==> src/rtl/shared_reg_bus_pkg.sv <==
package shared_reg_bus_pkg;
  localparam int NumRegs = 3;
  localparam int SelW    = $clog2(NumRegs + 1);

  typedef struct packed {
    logic [NumRegs-1:0] grant;    // one-hot bus driver
    logic [NumRegs-1:0] busLoad;  // capture bus into register k
    logic [NumRegs-1:0] extLoad;  // capture direct write data into register k
    logic               busErr;   // illegal source request
  } busCtrl_t;
endpackage

==> src/rtl/shared_reg_bus_ctrl.sv <==
module shared_reg_bus_ctrl
  import shared_reg_bus_pkg::*;
(
  input  logic                modeOneHot,
  input  logic [SelW-1:0]     srcSel,
  input  logic [NumRegs-1:0]  srcEn,
  input  logic [NumRegs-1:0]  loadVec,
  input  logic                wrEn,
  input  logic [SelW-1:0]     wrIdx,
  output busCtrl_t            ctrl
);
  logic [NumRegs-1:0] grantSel;
  logic               errSel;

  // source arbitration: decode or validate, never resolve contention
  always_comb begin
    grantSel = '0;
    errSel   = 1'b0;
    if (modeOneHot) begin
      if ($countones(srcEn) > 1) errSel = 1'b1;
      else                       grantSel = srcEn;
    end else begin
      if (int'(srcSel) < NumRegs) grantSel[srcSel] = 1'b1;
      else                        errSel = 1'b1;
    end
  end

  always_comb begin
    ctrl.grant   = grantSel;
    ctrl.busErr  = errSel;
    ctrl.busLoad = errSel ? '0 : loadVec;
    for (int k = 0; k < NumRegs; k++) begin
      ctrl.extLoad[k] = wrEn && (wrIdx == SelW'(k));
    end
  end
endmodule

==> src/rtl/shared_reg_bus_dp.sv <==
module shared_reg_bus_dp
  import shared_reg_bus_pkg::*;
#(
  parameter int DataW = 8
) (
  input  logic             clk,
  input  logic             rst,
  input  busCtrl_t         ctrl,
  input  logic [DataW-1:0] wrData,
  output logic [DataW-1:0] regQ [NumRegs],
  output logic [DataW-1:0] busVal
);
  // AND-OR model of a tri-state bus
  always_comb begin
    busVal = '0;
    for (int k = 0; k < NumRegs; k++) begin
      busVal = busVal | (regQ[k] & {DataW{ctrl.grant[k]}});
    end
  end

  for (genvar k = 0; k < NumRegs; k++) begin : g_reg
    always_ff @(posedge clk) begin
      if (rst)                  regQ[k] <= '0;
      else if (ctrl.busLoad[k]) regQ[k] <= busVal;
      else if (ctrl.extLoad[k]) regQ[k] <= wrData;
    end
  end
endmodule

==> src/rtl/shared_reg_bus.sv <==
module shared_reg_bus
  import shared_reg_bus_pkg::*;
#(
  parameter int DataW = 8
) (
  input  logic             clk,
  input  logic             rst,
  input  logic             modeOneHot,
  input  logic [1:0]       srcSel,
  input  logic [2:0]       srcEn,
  input  logic [2:0]       loadVec,
  input  logic             wrEn,
  input  logic [1:0]       wrIdx,
  input  logic [DataW-1:0] wrData,
  output logic [DataW-1:0] reg0Out,
  output logic [DataW-1:0] reg1Out,
  output logic [DataW-1:0] reg2Out,
  output logic [DataW-1:0] busOut,
  output logic             busErr
);
  busCtrl_t         ctrl;
  logic [DataW-1:0] regQ [NumRegs];

  shared_reg_bus_ctrl ctrl_i (
    .modeOneHot (modeOneHot),
    .srcSel     (srcSel),
    .srcEn      (srcEn),
    .loadVec    (loadVec),
    .wrEn       (wrEn),
    .wrIdx      (wrIdx),
    .ctrl       (ctrl)
  );

  shared_reg_bus_dp #(.DataW(DataW)) dp_i (
    .clk    (clk),
    .rst    (rst),
    .ctrl   (ctrl),
    .wrData (wrData),
    .regQ   (regQ),
    .busVal (busOut)
  );

  assign reg0Out = regQ[0];
  assign reg1Out = regQ[1];
  assign reg2Out = regQ[2];
  assign busErr  = ctrl.busErr;
endmodule

==> config.mk <==
export PLATFORM = sky130hd
export DESIGN_NAME = shared_reg_bus
export DESIGN_NICKNAME = d
export VERILOG_FILES = /design/src/rtl/shared_reg_bus_pkg.sv /design/src/rtl/shared_reg_bus_ctrl.sv /design/src/rtl/shared_reg_bus_dp.sv /design/src/rtl/shared_reg_bus.sv
export SDC_FILE = /design/constraint.sdc
export NUM_CORES = 1
export LEC_CHECK = 0
export BUFFER_PORTS_ARGS = -buffer_cell sky130_fd_sc_hd__buf_2
export CAP_MARGIN = 10
export CORE_MARGIN = 4
export CORE_UTILIZATION = 54
export DETAILED_ROUTE_END_ITERATION = 16
export GPL_TIMING_DRIVEN = 0
export PLACE_DENSITY = 0.93
export SLEW_MARGIN = 20
export SYNTH_ARGS = -nofsm -noshare
export SYNTH_HDL_FRONTEND = slang
export SYNTH_SLANG_ARGS = --single-unit
==> constraint.sdc <==
create_clock -name clk -period 3.3 [get_ports clk]
set_input_delay 0.165 -clock clk [delete_from_list [all_inputs] [get_ports clk]]
set_output_delay 0.165 -clock clk [all_outputs]
set_load 0.1 [all_outputs]
==> impl_results.md, run 1 <==
- Status: finished, final reports clean
- CTS root buf: clkbuf_4
- Fin crit share: 0.623
- Upper clock frequency limit: 486 MHz
- First-pass GRT wire length: 8020 microns
- CTS tree: done
- Final hold vios: 0
- Final setup fails: 0
- CP Launch Type: input port
- DR pass1 iterations: 6
- Largest net degree at the start of global routing: 15
- Syn nets: 219
- CORE AREA: 2850 sq um
- Kind of capture point of the worst setup path: output port
- Layout net count: approximately 280
- Final HPWL DP: 3450 microns
- Min Tclk post-route: 2.06 ns
- Routed Antenna Nets: 0
- Top Registers: dp_i.regQ: 24 flops
- Crit path DAT: between 1.5 and 2 ns
- Die Wd: 63.4 microns
- Routed via count: 1,744
- Die Area: just over 4000 sq um
- Max reg flops: 24
- Synth Area in Simple Gates: 0.195
- Initial Utilization: 0.581
- Grt total ovfl: 0
- Register area share after synthesis: 0.290
- Compound-Gate Fraction of Synth Area: 0.402
- Sink Count: 24
- # diodes: 0
- Switching Share: 0.488
- Post-synthesis xor/xnor area fraction: 0
- RSZ-0062 raised after global routing: no
- H-tree Lvls: 1
- Hold path depth: 3
- Delay-heaviest family, CP: buffers and inverters
- Clock share of power: 0.205
- Leakage: 0.912 nW
- VDD IR max: 0.000331 V
- Class of the worst hold path: input port to flip-flop
- Worst hold start: rst
- Mux contribution to synthesized area: 0.0483
- Slew @ Worst Pin: a little over 0.8 ns
- Total power: 0.00108 W
- Syn Inst Count: 196
- Synthesized area: 1660 sq um
- Clock transition at the registers of the reported paths: 0.15 ns
- RR Startpoint: dp_i.regQ[21]
- EDFF count, synth: 0
- R2r setup slk: approximately 2.1 ns
- Share of cells above drive strength 1: 0.387
- Number of CTS-inserted buffers: 3
- MaxCap Viol Count: 0
- Synth cell types: 26
- Post-CTS Resized: 0
- Cts hold-fix bufs: 0
- Port bufs: 53
- Bufs and invs on worst path: 4
- Setup WS pre-CTS: 1.25 ns
- GPL Wtd Cong: 0.832
- Layout Utilization: 0.706
- I/O pin count: 55
- Switch Pwr: approximately 0.00053 W
- Synthesis warning total: 0
- DIE HEIGHT: ~63 microns
- WL per Instance: 17.7 microns
- Internal cell power: 0.000555 W
- Total Wirelength: 5030 microns
- Overall routing resource usage: 0.251
- Clock skew: 0.00477 ns
- Max_slew headroom: 0.450
- Post-CTS Setup Bufs: 0
- CP Max Fanout: 8
- Critical Path RT: between 3 and 4 ns
- CP max-delay cell: buf_2
- Site Rows: 19
- Register area: about 480 sq um
- Worst R2R End: dp_i.regQ[13]
- Largest family of logic cells by synthesized area: compound AO/OA/AOI/OAI gates
- Synthesis-to-layout area growth: 21.5%
- Initial antenna violation count: 0
- Cell Pwr Density: 538 nW/um^2
- Cells along the critical path: buf_2, ha_1, a21oi_2, and2_1, buf_4, a221oi_4, inv_1, buf_2
- #FFs+latches synth: 24
- Vias in the first global route: ~1,700
- Power share of the combinational group: 0.476
- Post-route setup TNS: 0 ns
- Largest Register: dp_i.regQ
- Clk Latency, worst-skew pair: 0.33 ns
- Max-slew violations: 0
- Vias/cell: 6.14
- Multi-input logic area: around 1100 sq um
- Max Buffers Root-to-Sink: 2
- Ys flop type: dfxtp_1
- Async S/R FF share, synth: 0
- Iteration-0 DRC Markers: 178
- Placed Instance Area: roughly 2000 sq um
- Syn_area_per_cell: 8.46 sq um
- Drt drc: 0
- Finished layout cell area: 2010 sq um
- Filler instances: 236
- Flop pwr share: 0.319
- Setup WS post-layout: roughly 1.2 ns
- Critical path type: input port to output port
- Post-Synth Adder-Cell Area: 0.00755
- Cell mode on critical path: buf_2
- Worst r2r path cells: 3
- Slowest stage delay, CP: 0.41 ns
- End of the worst hold path: dp_i.regQ[2]
-- worst register-to-register path: stages (launching register included) --
cell and delay (ns):
dfxtp_1 0.36, a22o_1 0.25, a221oi_4 0.36, a21oi_1 0.10
-- cell families after synthesis --
family,Yosys count
adder cells (fa/ha/maj),1
AND/OR/NAND/NOR,72
flip-flops,24
AO/OA/AOI/OAI,69
multiplexers,8
buffers and inverters,22
-- layout make-up --
class,count,share of cell area
Buffer,13,0.0298
Clock buffer,3,0.0112
Clock inverter,1,0.0149
Inverter,9,0.0168
Multi-Input combinational cell,150,0.538
Sequential cell,24,0.239
Tap cell,31,0.0193
Timing Repair Buffer,53,0.132
-- layer usage --
| metal | track usage | part of all wire |
|---|---|---|
| met5 | 0 | 0 |
| met1 | 0.327 | 0.40 |
| met3 | 0.0266 | 0.096 |
| met2 | 0.422 | 0.49 |
| met4 | 0.0970 | 0.020 |
-- layout by cell type (no fill, tap or decap), drive strengths merged --
cell	n
buf	62
nand2	49
a31o	25
a21oi	25
dfxtp	24
nor2	9
inv	9
a22o	8
mux2i	8
a221oi	8
clkbuf	7
nand3b	3
and3	3
o211ai	3
and3b	2
nor3b	2
and2	1
or2	1
nand2b	1
or3b	1
ha	1
bufinv	1
-- metrics by stage --
step | std cells | hold WS [ns]
after floorplan | 196 | 0.316
final | 284 | 0.150
after global placement | 280 | 0.495
after CTS | 284 | 0.147
after detailed placement | 280 | 0.502
after global routing | 284 | 0.161
-- synthesized netlist by cell type, drive strengths merged (3+ instances only) --
master / number / area, sq um
o211ai: 3 / 22.5
a21oi: 25 / 136
nor2: 9 / 33.8
a22o: 8 / 70.1
a31o: 25 / 228
nand2: 49 / 184
clkbuf: 4 / 15.0
nand3b: 3 / 22.5
and3: 3 / 18.8
a221oi: 8 / 210
buf: 9 / 45.1
mux2i: 8 / 80.1
dfxtp: 24 / 480
inv: 9 / 33.8
-- how the worst max path moves through the flow --
stage	startpoint	endpoint	slack, ns	cells past startpoint
2_1_floorplan	dp_i.regQ[15]	busOut[7]	1.10	4
3_3_place_gp	srcEn[0]	busOut[5]	1.32	8
3_5_place_dp	srcEn[0]	busOut[5]	1.25	8
4_1_cts	srcEn[0]	busOut[5]	1.25	8
5_1_grt	srcEn[0]	busOut[5]	1.15	8
6_report	srcEn[0]	busOut[5]	1.24	8
-- power groups by stage --
stage,clock network (W),logic (W),registers [W]
floorplan,0,0.000235,0.000537
detailed placement,0,0.000513,0.000351
global placement,0,0.000506,0.000350
finish,0.000222,0.000516,0.000345
global route,0.000233,0.000538,0.000349
CTS,0.000221,0.000514,0.000344
No activity file was read; power rests on OpenSTA's default activity.
==> inputs of run 2 (changes only) <==
- ABC_AREA: not set -> 1
- CORE_UTILIZATION: 54 -> 43
- PLACE_DENSITY: 0.93 -> 0.83
- clock period: 3.3 -> 1.7 ns (I/O delays scaled with it)
==> impl_results.md, run 2 <==
- Status: finished, final reports clean
- Critical path type: input port to output port
- Crit path DAT: 1.51 ns (-0.38 ns)
- Initial Utilization: 0.457 (-0.124)
- Multi-input logic area: 902 sq um (-17%)
- Site Rows: 20 (+1)
- Flop pwr share: 0.337 (+0.018)
- Post-CTS Setup Bufs: 0 (unchanged)
- Total Wirelength: 4620 microns (-8.1%)
- Max_slew headroom: 0.674 (+0.224)
- Sink Count: 24 (unchanged)
- CTS tree: done
- Largest net degree at the start of global routing: 14 (-1)
- Routed via count: 1,704 (-2.3%)
- Routed Antenna Nets: 0 (unchanged)
- Class of the worst hold path: input port to flip-flop
- Fin crit share: 0.940
- I/O pin count: 55 (unchanged)
- Iteration-0 DRC Markers: 186 (+4.5%)
- Final setup fails: 0 (unchanged)
- Layout net count: 284 (+2.5%)
- Max-slew violations: 0 (unchanged)
- First-pass GRT wire length: 7310 microns (-8.8%)
- Syn Inst Count: 202 (+3.1%)
- R2r setup slk: 0.81 ns (-1.30 ns)
- Cell with the most instances after synthesis: nand2_1
- CTS root buf: clkbuf_4
- GPL Wtd Cong: 0.826 (-0.69%)
- Switching Share: 0.525 (+0.0373)
- H-tree Lvls: 1 (unchanged)
- Cell Pwr Density: 1050 nW/um^2 (+96%)
- Top Registers: dp_i.regQ: 24 flops
- End of the worst hold path: dp_i.regQ[1]
- Commonest non-fill, non-tap cells in the layout: buf_2, nand2_1, nand3_1
- Most common cell after layout, fill and taps aside: buf_2
- Vias in the first global route: 1,516 (-8.8%)
- Syn nets: 225 (+2.7%)
- Die Wd: 65.4 microns (+3.2%)
- WL per Instance: 15.2 microns (-14%)
- Worst R2R End: dp_i.regQ[16]
- Drt drc: 0 (unchanged)
- Filler instances: 333 (+41%)
- Post-CTS Resized: 7 (+7)
- Cts hold-fix bufs: 0 (unchanged)
- Worst r2r path cells: 4 (+1)
- Yosys top cell by area: dfxtp_1
- Final hold vios: 0 (unchanged)
- Upper clock frequency limit: 626 MHz
- Max reg flops: 24 (unchanged)
- CORE AREA: 3100 sq um (+8.8%)
- Grt total ovfl: 0 (unchanged)
- Vias/cell: 5.61 (-8.7%)
- RSZ-0062 raised after global routing: no
- #FFs+latches synth: 24 (unchanged)
- Clock transition at the registers of the reported paths: 0.13 ns (-0.02 ns)
- Synthesis-to-layout area growth: 32.4%
- # diodes: 0 (unchanged)
- Kind of capture point of the worst setup path: output port
- Switch Pwr: 0.00104 W (+97%)
- Area contributors post-synth: dfxtp_1, nand3_1, o21ai_0
- Synth cell types: 17 (-35%)
- MaxCap Viol Count: 0 (unchanged)
- Min Tclk post-route: 1.60 ns
- Number of CTS-inserted buffers: 3 (unchanged)
- Top-area cell type share of the netlist area: 0.339 (+0.0491)
- Layout Utilization: 0.605 (-0.101)
- Synth cell count leaders: nand2_1, nand3_1, o21ai_0
- Post-route setup TNS: 0 ns (unchanged)
- EDFF count, synth: 0 (unchanged)
- DR pass1 iterations: 4 (-2)
- CP Max Fanout: 10 (+2)
- CP Launch Type: input port
- DIE HEIGHT: 65.4 microns (+3.2%)
- Leakage: 0.898 nW (-1.5%)
- Die Area: 4280 sq um (+6.4%)
- Clock share of power: 0.157 (-0.048)
- Async S/R FF share, synth: 0 (unchanged)
- Register area: 510 sq um (+6.3%)
- Initial antenna violation count: 0 (unchanged)
- VDD IR max: 0.000493 V (+49%)
- Power share of the combinational group: 0.506 (+0.030)
- Register area share after synthesis: 0.339 (+0.0491)
- Largest Register: dp_i.regQ
- Clk Latency, worst-skew pair: 0.32 ns (about the same)
- Syn_area_per_cell: 7.02 sq um (-17%)
- Hold path depth: 4 (+1)
- Slew @ Worst Pin: 0.492 ns (-0.330 ns)
- Max Buffers Root-to-Sink: 2 (unchanged)
- Overall routing resource usage: 0.221 (-0.0295)
- RR Startpoint: dp_i.regQ[0]
- Ys flop type: dfxtp_1
- Critical Path RT: 1.62 ns (-1.51 ns)
- Clock skew: 0.00197 ns (-0.00281 ns)
- Internal cell power: 0.000939 W (+69%)
- Synthesis warning total: 0 (unchanged)
- Final HPWL DP: 3340 microns (-3.1%)
- Share of cells above drive strength 1: 0.412 (+0.0242)
- Synthesized area: 1420 sq um (-14%)
- Worst hold start: rst
- Port bufs: 54 (+1.9%)
[run 2: cell count changes after synthesis, sizes merged, moves of 3 or more]
cell	change
inv	+7
a21oi	-7
a221oi	-8
nand3	+42
nand2	-14
nor2	+3
buf	-8
nand3b	-3
and3	-3
a22o	-8
o21ai	+50
mux2i	-8
a31o	-25
o211ai	-3
[run 2: worst max-delay path by stage]
stage	end	depth (start not counted)	start	slack, ns
2_1_floorplan	dp_i.regQ[0]	9	srcEn[0]	0.01
3_3_place_gp	busOut[1]	9	srcEn[0]	-0.008
3_5_place_dp	busOut[1]	8	srcEn[0]	-0.04
4_1_cts	busOut[7]	9	srcEn[0]	0.007
5_1_grt	busOut[7]	8	srcEn[0]	0.008
6_report	busOut[1]	9	srcEn[0]	0.10
[run 2: cell type report]
cell class	count	area share
repair buffers	54	0.155
multi-input cells	158	0.481
well taps	44	0.0293
clock buffers	4	0.0193
flip-flops and latches	24	0.272
plain buffers	4	0.0120
inverters	16	0.0320
[run 2: worst max-delay path, stage by stage]
cell	delay (ns)
buf_2	0.11
ha_1	0.30
nand2_1	0.09
nand2_1	0.06
nand2_2	0.13
buf_6	0.18
nand3_1	0.14
nand3_4	0.14
buf_4	0.30
[run 2: layer usage]
metal  global-route usage  share of wire
met1                0.281           0.41
met2                0.369           0.49
met3               0.0547          0.084
met4               0.0648          0.014
met5                    0              0
[run 2: cells by family (layout without fill, tap and decap cells)]
kind of cell             Yosys count  count (layout)  share of synthesized area
adder cells (fa/ha/maj)            1               1                    0.00882
AO/OA/AOI/OAI                     68              68                      0.251
flip-flops                        24              24                      0.339
buffers and inverters             20              78                     0.0583
AND/OR/NAND/NOR                   89              89                      0.343
[run 2: power groups by stage]
stage | clock network, W | registers (W) | logic (W)
2_1_floorplan | 0 | 0.00105 | 0.000430
3_3_place_gp | 0 | 0.000677 | 0.000974
3_5_place_dp | 0 | 0.000678 | 0.000983
4_1_cts | 0.000313 | 0.000665 | 0.000998
5_1_grt | 0.000329 | 0.000674 | 0.00105
6_report | 0.000310 | 0.000667 | 0.00100
[run 2: per-stage QoR]
stage / cells / setup WS (ns) / hold slack [ns] / cell area, sq um / total power [W]
global placement: 300 / -0.00801 / 0.412 / 1820 / 0.00165
floorplan: 202 / 0.0110 / 0.287 / 1490 / 0.00148
global route: 304 / 0.00777 / 0.0819 / 1880 / 0.00205
CTS: 304 / 0.00651 / 0.0687 / 1870 / 0.00198
detailed placement: 300 / -0.0366 / 0.415 / 1820 / 0.00166
finish: 304 / 0.102 / 0.0752 / 1880 / 0.00198
